--- src/rtl/bytefield_pkg.sv ---
package bytefield_pkg;
  localparam int unsigned BF_W     = 64;
  localparam int unsigned BF_BYTES = BF_W / 8;
  localparam int unsigned OFF_W    = $clog2(BF_BYTES);
  localparam int unsigned SH_W     = OFF_W + 4;

  typedef enum logic [2:0] {
    OP_INS  = 3'd0,
    OP_EXT  = 3'd1,
    OP_MSK  = 3'd2,
    OP_ZAP  = 3'd3,
    OP_ZAPN = 3'd4
  } bf_op_e;

  typedef logic [BF_W-1:0] word_t;

  function automatic word_t width_mask(input logic [1:0] sz);
    case (sz)
      2'd0:    return word_t'(8'hFF);
      2'd1:    return word_t'(16'hFFFF);
      2'd2:    return word_t'(32'hFFFF_FFFF);
      default: return '1;
    endcase
  endfunction

  // Right shift by the complement of sh; an offset of zero yields nothing.
  function automatic word_t spill_right(input word_t v, input logic [SH_W-1:0] sh);
    if (sh == '0) return '0;
    return v >> (int'(BF_W) - int'(sh));
  endfunction

  // Left shift by the complement of sh; an offset of zero keeps v.
  function automatic word_t spill_left(input word_t v, input logic [SH_W-1:0] sh);
    if (sh == '0) return v;
    return v << (int'(BF_W) - int'(sh));
  endfunction
endpackage

--- src/rtl/bf_operand.sv ---
module bf_operand
  import bytefield_pkg::*;
(
  input  logic [BF_W-1:0]     opb,
  input  logic [7:0]          lit,
  input  logic                use_lit,
  output logic [SH_W-1:0]     shift_amt,
  output logic [BF_BYTES-1:0] byte_sel
);
  logic [BF_W-1:0] bsrc;
  logic            unused_hi;

  assign bsrc      = use_lit ? BF_W'(lit) : opb;
  assign shift_amt = {bsrc[OFF_W-1:0], 3'b000};
  assign byte_sel  = bsrc[BF_BYTES-1:0];
  assign unused_hi = ^bsrc[BF_W-1:BF_BYTES];
endmodule

--- src/rtl/bf_core.sv ---
module bf_core
  import bytefield_pkg::*;
(
  input  logic [BF_W-1:0]     opa,
  input  logic [2:0]          op,
  input  logic                hi,
  input  logic [1:0]          sz,
  input  logic [SH_W-1:0]     shift_amt,
  input  logic [BF_BYTES-1:0] byte_sel,
  output logic [BF_W-1:0]     width_m,
  output logic [BF_W-1:0]     comb_result
);
  logic [BF_BYTES-1:0] zsel;
  logic [BF_W-1:0]     zap_keep;
  logic [BF_W-1:0]     field;
  logic [BF_W-1:0]     clr_m;

  assign width_m = width_mask(sz);
  assign field   = opa & width_m;
  assign clr_m   = hi ? spill_right(width_m, shift_amt) : (width_m << shift_amt);
  assign zsel    = (op == OP_ZAPN) ? ~byte_sel : byte_sel;

  for (genvar i = 0; i < BF_BYTES; i++) begin : g_keep
    assign zap_keep[8*i +: 8] = {8{~zsel[i]}};
  end

  always_comb begin
    case (bf_op_e'(op))
      OP_INS:  comb_result = hi ? spill_right(field, shift_amt) : (field << shift_amt);
      OP_EXT:  comb_result = (hi ? spill_left(opa, shift_amt) : (opa >> shift_amt)) & width_m;
      OP_MSK:  comb_result = opa & ~clr_m;
      OP_ZAP,
      OP_ZAPN: comb_result = opa & zap_keep;
      default: comb_result = opa;
    endcase
  end
endmodule

--- src/rtl/bytefield_unit.sv ---
module bytefield_unit
  import bytefield_pkg::*;
(
  input  logic            clk,
  input  logic            rst,
  input  logic            in_valid,
  input  logic [2:0]      op_class,
  input  logic            hi_sel,
  input  logic [1:0]      size_sel,
  input  logic            use_lit,
  input  logic [BF_W-1:0] opa,
  input  logic [BF_W-1:0] opb,
  input  logic [7:0]      lit,
  output logic            out_valid,
  output logic [BF_W-1:0] result
);
  logic [SH_W-1:0]     shift_amt;
  logic [BF_BYTES-1:0] byte_sel;
  logic [BF_W-1:0]     width_m;
  logic [BF_W-1:0]     comb_result;

  bf_operand u_opnd (
    .opb       (opb),
    .lit       (lit),
    .use_lit   (use_lit),
    .shift_amt (shift_amt),
    .byte_sel  (byte_sel)
  );

  bf_core u_core (
    .opa         (opa),
    .op          (op_class),
    .hi          (hi_sel),
    .sz          (size_sel),
    .shift_amt   (shift_amt),
    .byte_sel    (byte_sel),
    .width_m     (width_m),
    .comb_result (comb_result)
  );

  always_ff @(posedge clk) begin
    if (rst) begin
      out_valid <= 1'b0;
      result    <= '0;
    end else begin
      out_valid <= in_valid;
      if (in_valid) result <= comb_result;
    end
  end
endmodule

--- config.mk ---
export PLATFORM = sky130hd
export DESIGN_NAME = bytefield_unit
export DESIGN_NICKNAME = d
export VERILOG_FILES = /design/src/rtl/bytefield_pkg.sv /design/src/rtl/bf_operand.sv /design/src/rtl/bf_core.sv /design/src/rtl/bytefield_unit.sv
export SDC_FILE = /design/constraint.sdc
export NUM_CORES = 1
export LEC_CHECK = 0
export ABC_AREA = 1
export BUFFER_PORTS_ARGS = -buffer_cell sky130_fd_sc_hd__buf_2
export CAP_MARGIN = 10
export CORE_MARGIN = 4
export CORE_UTILIZATION = 40
export CTS_CLUSTER_DIAMETER = 80
export CTS_CLUSTER_SIZE = 40
export DETAILED_ROUTE_END_ITERATION = 6
export PLACE_DENSITY_LB_ADDON = 0.1
export SLEW_MARGIN = 20
export SYNTH_ARGS = -nofsm -noshare
export SYNTH_HDL_FRONTEND = slang
export SYNTH_SLANG_ARGS = --single-unit
--- constraint.sdc ---
create_clock -name clk -period 4.55 [get_ports clk]
set_clock_uncertainty 0.2 [all_clocks]
set_input_delay 0.91 -clock clk [delete_from_list [all_inputs] [get_ports clk]]
set_output_delay 0.91 -clock clk [all_outputs]
set_load 0.02 [all_outputs]
==> summary.md, run 1 <==
| Metric | Value |
|---|---|
| Synth Warn # | 0 |
| Post-synth EDFFs | 0 |
| Top cells by area, synth | nand2_1, nand3_1, dfxtp_1 |
| Worst VDD drop | 185 uV |
| Unrepaired setup endpoints after global routing | false |
| IO Pins | 211 |
| GP Congestion | 1.02 |
| R2R Path End | result[30] |
| Netlist cell types | 44 |
| Setup ws final | 0.759 ns |
| Most used cell, CP | nand2_1 |
| Critical-path cell list | buf_2, inv_4, nand2_1, nand2_4, inv_4, ha_2, buf_12, inv_2, nor2_2, buf_4, nand2_1, and2_0, o21ai_0, nand3_1, nand2_1, nor2_1, nor2_1 |
| Leak | 7.14 nW |
| FF-to-FF path depth | 4 |
| Skew-Pair Late Insertion Delay | 0.37 ns |
| Period utilization | 0.833 |
| Crit path DAT | 3.91 ns |
| First-pass iteration count of the detailed router | 6 |
| CP endpoint kind | register |
| Post-cts resize count | 0 |
| Wire per inst | 24.7 microns |
| Postcts setup bufs | 0 |
| Horiz. Die Dim | 181 microns |
| Maxcap violations | 0 |
| Clock Sinks | 65 |
| FF+latch area | 1300 sq um |
| I/O Buffers | 154 |
| Max incr delay on CP | 0.38 ns |
| Iteration-0 DRC count of the detailed router | 3154 |
| Synth top area share | 0.295 |
| DR vias/cell | 6.16 |
| Status | completed |
| Tmin final | 3.79 ns |
| Post-synth net total | 2599 |
| Fillcell total | 3420 |
| CP Class | in2reg |
| Design Power | 3.44 mW |
| CTS tree | built |
| Seq cells post-synth | 65 |
| H-tree Lvls | 3 |
| Root Buffer | clkbuf_16 |
| Gr ovfl total | 0 |
| Post-synth ARST share | 0 |
| CP max FO | 72 |
| Commonest cells post-synth | nand2_1, nand3_1, nor2_1 |
| Vias in the first global route | 16600 |
| Power Dens Cells | 258 nW/um^2 |
| RR Startpoint | result[30] |
| CP delay by family, top | buffers and inverters |
| Fraction of layout cells with a size suffix above 1 | 0.118 |
| Highest routed layer | met4 |
| Slowest-stage cell, CP | buf_12 |
| Avg Cell Area, Syn | 4.88 sq um |
| Met3 wire len | 10.5 mm |
| First-pass GRT wire length | 105 mm |
| Largest net degree at the start of global routing | 101 |
| Synthesized cell area | 12000 sq um |
| Core ar. | 29600 sq um |
| Post-layout util | 0.451 |
| Met2 wire len | 29.1 mm |
| Max Root-Sink Buffers | 2 |
| Total length of routed wires | 72.0 mm |
| Rows | 63 |
| Max Slew Vio Count | 0 |
| Hold Crit Depth | 2 |
| Hpwl dp | 49.0 mm |
| Cell taking the most area after synthesis | nand2_1 |
| Worst Hold End | result[48] |
| Metal-1 WL | 27.3 mm |
| Nets | 2661 |
| DRC | 0 |
| Die height | 181 microns |
| Fmax | 264 MHz |
| Multi-input gate area | 9230 sq um |
| ANT nets after route | 0 |
| Crit path buf inv count | 6 |
| Post-Synthesis Cells | 2451 |
| Clock transition at the registers of the reported paths | 0.06 ns |
| Fin Setup TNS | 0 ns |
| Worst slack at placement | 0.479 ns |
| Setup violations, final | 0 |
| Total GRT Usage | 0.420 |
| Flop2flop setup slack | 3.68 ns |
| Overall die area | 32700 sq um |
| Register area share after synthesis | 0.109 |
| Predominant post-synthesis flop cell | dfxtp_1 |
| Cell with the most instances after synthesis | nand2_1 |
| Via count | 17900 |
| Final hold viol count | 0 |
| Worst-Margin Slew | 1.01 ns |
| Slew HR | 0.327 |
| Worst setup SP type | primary input |
| Fin Hold WS | 0.302 ns |
| Initial core utilization | 0.404 |
| Worst path required time | 4.66 ns |
| CTS buffer count | 9 |
| HP Class | reg2reg |
| Initial antenna violation count | 0 |
| Hold path start | result[48] |
| Crit path from | use_lit |
| Area Overhead vs Synth | 11.5% |
| Hold buffer count at CTS | 0 |
[registers in the layout, indices dropped and copies added, names as in the netlist]
signal	flops
result	64
out_valid	1
[logic make-up after synthesis]
family                     count (synthesis)  share of synthesized area
DFF                                       65                      0.109
buffers and inverters                    333                      0.120
AOI/OAI and AO/OA                        404                      0.188
and+or+nand+nor                         1645                      0.579
muxes                                      2                    0.00167
adders and majority gates                  2                    0.00209
[how the worst max path moves through the flow]
stage / endpoint / slack, ns / cells after the start
CTS: result[40] / 0.87 / 17
global placement: result[17] / 0.49 / 19
floorplan: result[32] / 0.67 / 20
detailed placement: result[40] / 0.48 / 17
finish: result[40] / 0.76 / 17
global route: result[40] / 0.57 / 17
[report_power, final]
| group | internal, mW | total [mW] | switching, mW |
|---|---|---|---|
| Combinational | 0.549 | 2.00 | 1.45 |
| Sequential | 0.614 | 0.632 | 0.0184 |
| Clock | 0.468 | 0.803 | 0.334 |
| Total | 1.63 | 3.44 | 1.80 |
[cells in the final DEF, fill, tap and decap left out, types with 7 or more instances in the layout]
cell / count
o21ai_0: 177
o221ai_1: 8
a21oi_1: 114
nand2_2: 14
nand2_1: 939
clkbuf_16: 9
buf_4: 62
nor3_1: 11
inv_2: 16
o21ai_1: 29
nand3_1: 418
buf_12: 7
buf_2: 153
inv_1: 144
nor2_1: 211
o211ai_1: 34
nand4_1: 15
a31oi_1: 13
dfxtp_1: 65
and3_1: 7
[through the flow]
step	instances	instance area, sq um
2_1_floorplan	2451	12000
3_3_place_gp	2892	13000
3_5_place_dp	2892	13000
4_1_cts	2908	13300
5_1_grt	2908	13300
6_report	2909	13300
[final cells by class]
class,instances,area share
Sequential cell,65,0.0977
Clock buffer,12,0.0200
Multi-Input combinational cell,2053,0.693
Tap cell,390,0.0366
Clock inverter,4,0.00376
Antenna cell,1,0.000188
Timing Repair Buffer,222,0.103
Inverter,162,0.0460
[tightest hold or removal path, stage by stage (launching register included)]
cell and delay, ns:
dfxtp_1 0.32, o21ai_0 0.07, nor2_1 0.08
[routing by layer]
layer | GRT usage | vias to the layer above
li1 | - | 8171
met1 | 0.534 | 8025
met2 | 0.619 | 1419
met3 | 0.132 | 316
met4 | 0.258 | 0
met5 | 0 | -
Note: power is estimated with default switching activity, not from simulation.
==> run 2, diff against run 1 <==
- ABC_AREA: 1 -> 0
- clock period: 4.55 -> 3.1 ns (I/O delays scaled with it)
==> run 2 against run 1 <==
Compared with the run above:
- the run now ends with negative setup slack left
- clock power increased by 47%
- via count decreased by 6.0%
- flip-flop and latch count unchanged
- worst hold slack got worse by 0.027 ns
- sequential power increased by 50%
- setup slack got worse by 0.79 ns
- core utilization increased by 11 points
- largest cell class unchanged
- highest routed layer unchanged
==> summary.md, run 2 <==
| Metric | Value |
|---|---|
| Status | complete, but fails checks (was completed) |
| Failing checks | negative setup slack |
| CTS buffer count | 9 (unchanged) |
| Core ar. | 27000 sq um (was 29600 sq um) |
| Top cells by area, synth | dfxtp_1, mux2i_1, nand2_1 (was nand2_1, nand3_1, dfxtp_1) |
| Fmax | 320 MHz |
| Root Buffer | clkbuf_16 (unchanged) |
| Worst setup SP type | primary input (unchanged) |
| Fraction of layout cells with a size suffix above 1 | 0.331 (was 0.118) |
| HP Class | reg2reg (unchanged) |
| Hold buffer count at CTS | 0 (unchanged) |
| Initial core utilization | 0.405 (was 0.404) |
| Cell with the most instances after synthesis | nand2_1 (unchanged) |
| CP endpoint kind | register (unchanged) |
| Largest register FFs | 64 (unchanged) |
| Worst path required time | 3.14 ns (was 4.66 ns) |
| Power Dens Cells | 357 nW/um^2 (was 258 nW/um^2) |
| Iteration-0 DRC count of the detailed router | 3059 (was 3154) |
| Netlist cell types | 82 (was 44) |
| Vias in the first global route | 15800 (was 16600) |
| Sequential Power Share | 0.175 (was 0.184) |
| Crit path DAT | 3.17 ns (was 3.91 ns) |
| Skew-Pair Late Insertion Delay | 0.35 ns (was 0.37 ns) |
| Largest regs | result (64), out_valid (1) (unchanged) |
| Post-Synthesis Cells | 1599 (was 2451) |
| CP Class | in2reg (unchanged) |
| Worst slack at placement | -0.498 ns (was 0.479 ns) |
| Initial antenna violation count | 1 (was 0) |
| Avg Cell Area, Syn | 6.83 sq um (was 4.88 sq um) |
| Clock Sinks | 65 (unchanged) |
| Max Slew Vio Count | 0 (unchanged) |
| CTS tree | built (unchanged) |
| Seq cells post-synth | 65 (unchanged) |
| Slew HR | 0.421 (was 0.327) |
| Total length of routed wires | 75.4 mm (was 72.0 mm) |
| Maxcap violations | 0 (unchanged) |
| Fin Hold WS | 0.275 ns (was 0.302 ns) |
| Clock power frac | 0.218 (was 0.234) |
| Fillcell total | 2687 (was 3420) |
| Int Power | 2.85 mW (was 1.63 mW) |
| Nets | 2115 (was 2661) |
| Synthesized cell area | 10900 sq um (was 12000 sq um) |
| Horiz. Die Dim | 173 microns (was 181 microns) |
| Setup ws final | -0.0282 ns (was 0.759 ns) |
| Leak | 6.43 nW (was 7.14 nW) |
| Post-synth ARST share | 0 (unchanged) |
| GP Congestion | 1.06 (was 1.02) |
| Setup violations, final | 2 (was 0) |
| Worst-Margin Slew | 0.858 ns (was 1.01 ns) |
| DR vias/cell | 7.29 (was 6.16) |
| Ant diodes | 0 (was 1) |
| ANT nets after route | 0 (unchanged) |
| Fin Setup TNS | -0.0337 ns (was 0 ns) |
| Cell taking the most area after synthesis | dfxtp_1 (was nand2_1) |
| Total GRT Usage | 0.471 (was 0.420) |
| Combinational share of power | 0.607 (was 0.582) |
| Post-synth EDFFs | 0 (unchanged) |
| First-pass GRT wire length | 107 mm (was 105 mm) |
| Tmin final | 3.13 ns |
| Via count | 16900 (was 17900) |
| Area Overhead vs Synth | 38.4% (was 11.5%) |
| Commonest cells post-synth | nand2_1, nor2_1, clkbuf_1 (was nand2_1, nand3_1, nor2_1) |
| Post-layout util | 0.561 (was 0.451) |
| DRC | 0 (unchanged) |
| H-tree Lvls | 3 (unchanged) |
| Period utilization | 1.01 |
| Predominant post-synthesis flop cell | dfxtp_1 (unchanged) |
| Wire per inst | 32.6 microns (was 24.7 microns) |
| Gr ovfl total | 0 (unchanged) |
| Post-synth net total | 1747 (was 2599) |
| Rows | 60 (was 63) |
| Most common cell after layout, fill and taps aside | buf_4 (was nand2_1) |
| CP max FO | 6 (was 72) |
| Unrepaired setup endpoints after global routing | true (was false) |
| Synth Warn # | 0 (unchanged) |
| Max Root-Sink Buffers | 2 (unchanged) |
| Hpwl dp | 55.1 mm (was 49.0 mm) |
| Final hold viol count | 0 (unchanged) |
| Die height | 173 microns (was 181 microns) |
| Sw Ratio | 0.474 (was 0.525) |
| IO Pins | 211 (unchanged) |
| Overall die area | 30000 sq um (was 32700 sq um) |
| I/O Buffers | 154 (unchanged) |
| Most frequent cells in the layout | buf_4, nand2_1, buf_2, nor2_1, mux2i_1 (was nand2_1, nand3_1, nor2_1, o21ai_0, buf_2) |
| Clock transition at the registers of the reported paths | 0.07 ns (was 0.06 ns) |
| First-pass iteration count of the detailed router | 6 (unchanged) |
| Net Switching | 2.56 mW (was 1.80 mW) |
| Synth top area share | 0.119 (was 0.295) |
| Register area share after synthesis | 0.119 (was 0.109) |
| Worst VDD drop | 189 uV (was 185 uV) |
| Largest net degree at the start of global routing | 69 (was 101) |
| Biggest register | result (unchanged) |
[run 2: cell types whose count changed in the layout (fill, tap and decap cells not counted), sizes merged, moves of 24 or more]
| cell | change |
|---|---|
| nand2 | -759 |
| nand3 | -365 |
| buf | +323 |
| inv | -139 |
| mux2i | +126 |
| o21ai | -104 |
| nor2 | -76 |
| o22ai | +46 |
| a311oi | +38 |
| a221oi | +35 |
| a211oi | +26 |
| a221o | +24 |
[run 2: final timing paths]
check | from | endpoint | slack, ns | cells past startpoint
hold reg to reg | result[12] | result[12] | 0.28 | 2
setup reg to reg | result[32] | result[32] | 1.63 | 4
setup / recovery | use_lit | result[32] | -0.03 | 13
hold / removal | result[12] | result[12] | 0.28 | 2
[run 2: layout make-up]
| class | instances | area, sq um | share of cell area |
|---|---|---|---|
| clock inverter | 5 | 61.3 | 0.00405 |
| clock buffer | 11 | 253 | 0.0167 |
| sequential | 65 | 1300 | 0.0860 |
| inverter | 22 | 90.1 | 0.00596 |
| timing repair buffer | 545 | 4010 | 0.265 |
| multi-input combinational | 1324 | 8980 | 0.594 |
| tap | 341 | 427 | 0.0282 |
[run 2: timing repair]
action,CTS,global route
pin swaps,0,13
setup endpoints to repair,6,44
setup buffers,0,6
resized for setup,4,30
[run 2: critical path, cell delays in order]
cell,delay [ns]
buf_12,0.11
mux2_4,0.31
inv_4,0.07
ha_4,0.15
ha_4,0.23
or2_4,0.29
nor4_4,0.32
a22o_1,0.30
o31ai_4,0.11
buf_12,0.16
buf_12,0.13
a221oi_2,0.25
o21ai_2,0.11
[run 2: routing by layer]
| layer | share of wire | GRT usage |
|---|---|---|
| met1 | 0.38 | 0.623 |
| met3 | 0.16 | 0.180 |
| met4 | 0.078 | 0.292 |
| met2 | 0.38 | 0.638 |
| met5 | 0 | 0 |
[run 2: logic make-up after synthesis]
group                      Yosys count  synth area share
AOI/OAI and AO/OA                  633             0.412
adders and majority gates            3           0.00321
buffers and inverters              210            0.0828
DFF                                 65             0.119
muxes                              160             0.161
and+or+nand+nor                    528             0.222
[run 2: power by group through the flow]
stage / Sequential [mW] / Clock (mW) / Combinational [mW]
floorplan: 1.04 / 0 / 1.54
global placement: 0.962 / 0 / 3.04
detailed placement: 0.962 / 0 / 3.05
CTS: 0.944 / 1.18 / 3.07
global route: 0.952 / 1.21 / 3.35
finish: 0.946 / 1.18 / 3.28
[run 2: per-stage QoR]
stage | instance area, sq um | total power [mW] | std cells
floorplan | 11200 | 2.58 | 1599
global placement | 14600 | 4.00 | 2291
detailed placement | 14600 | 4.01 | 2291
CTS | 15000 | 5.19 | 2307
global route | 15100 | 5.51 | 2313
finish | 15100 | 5.41 | 2313
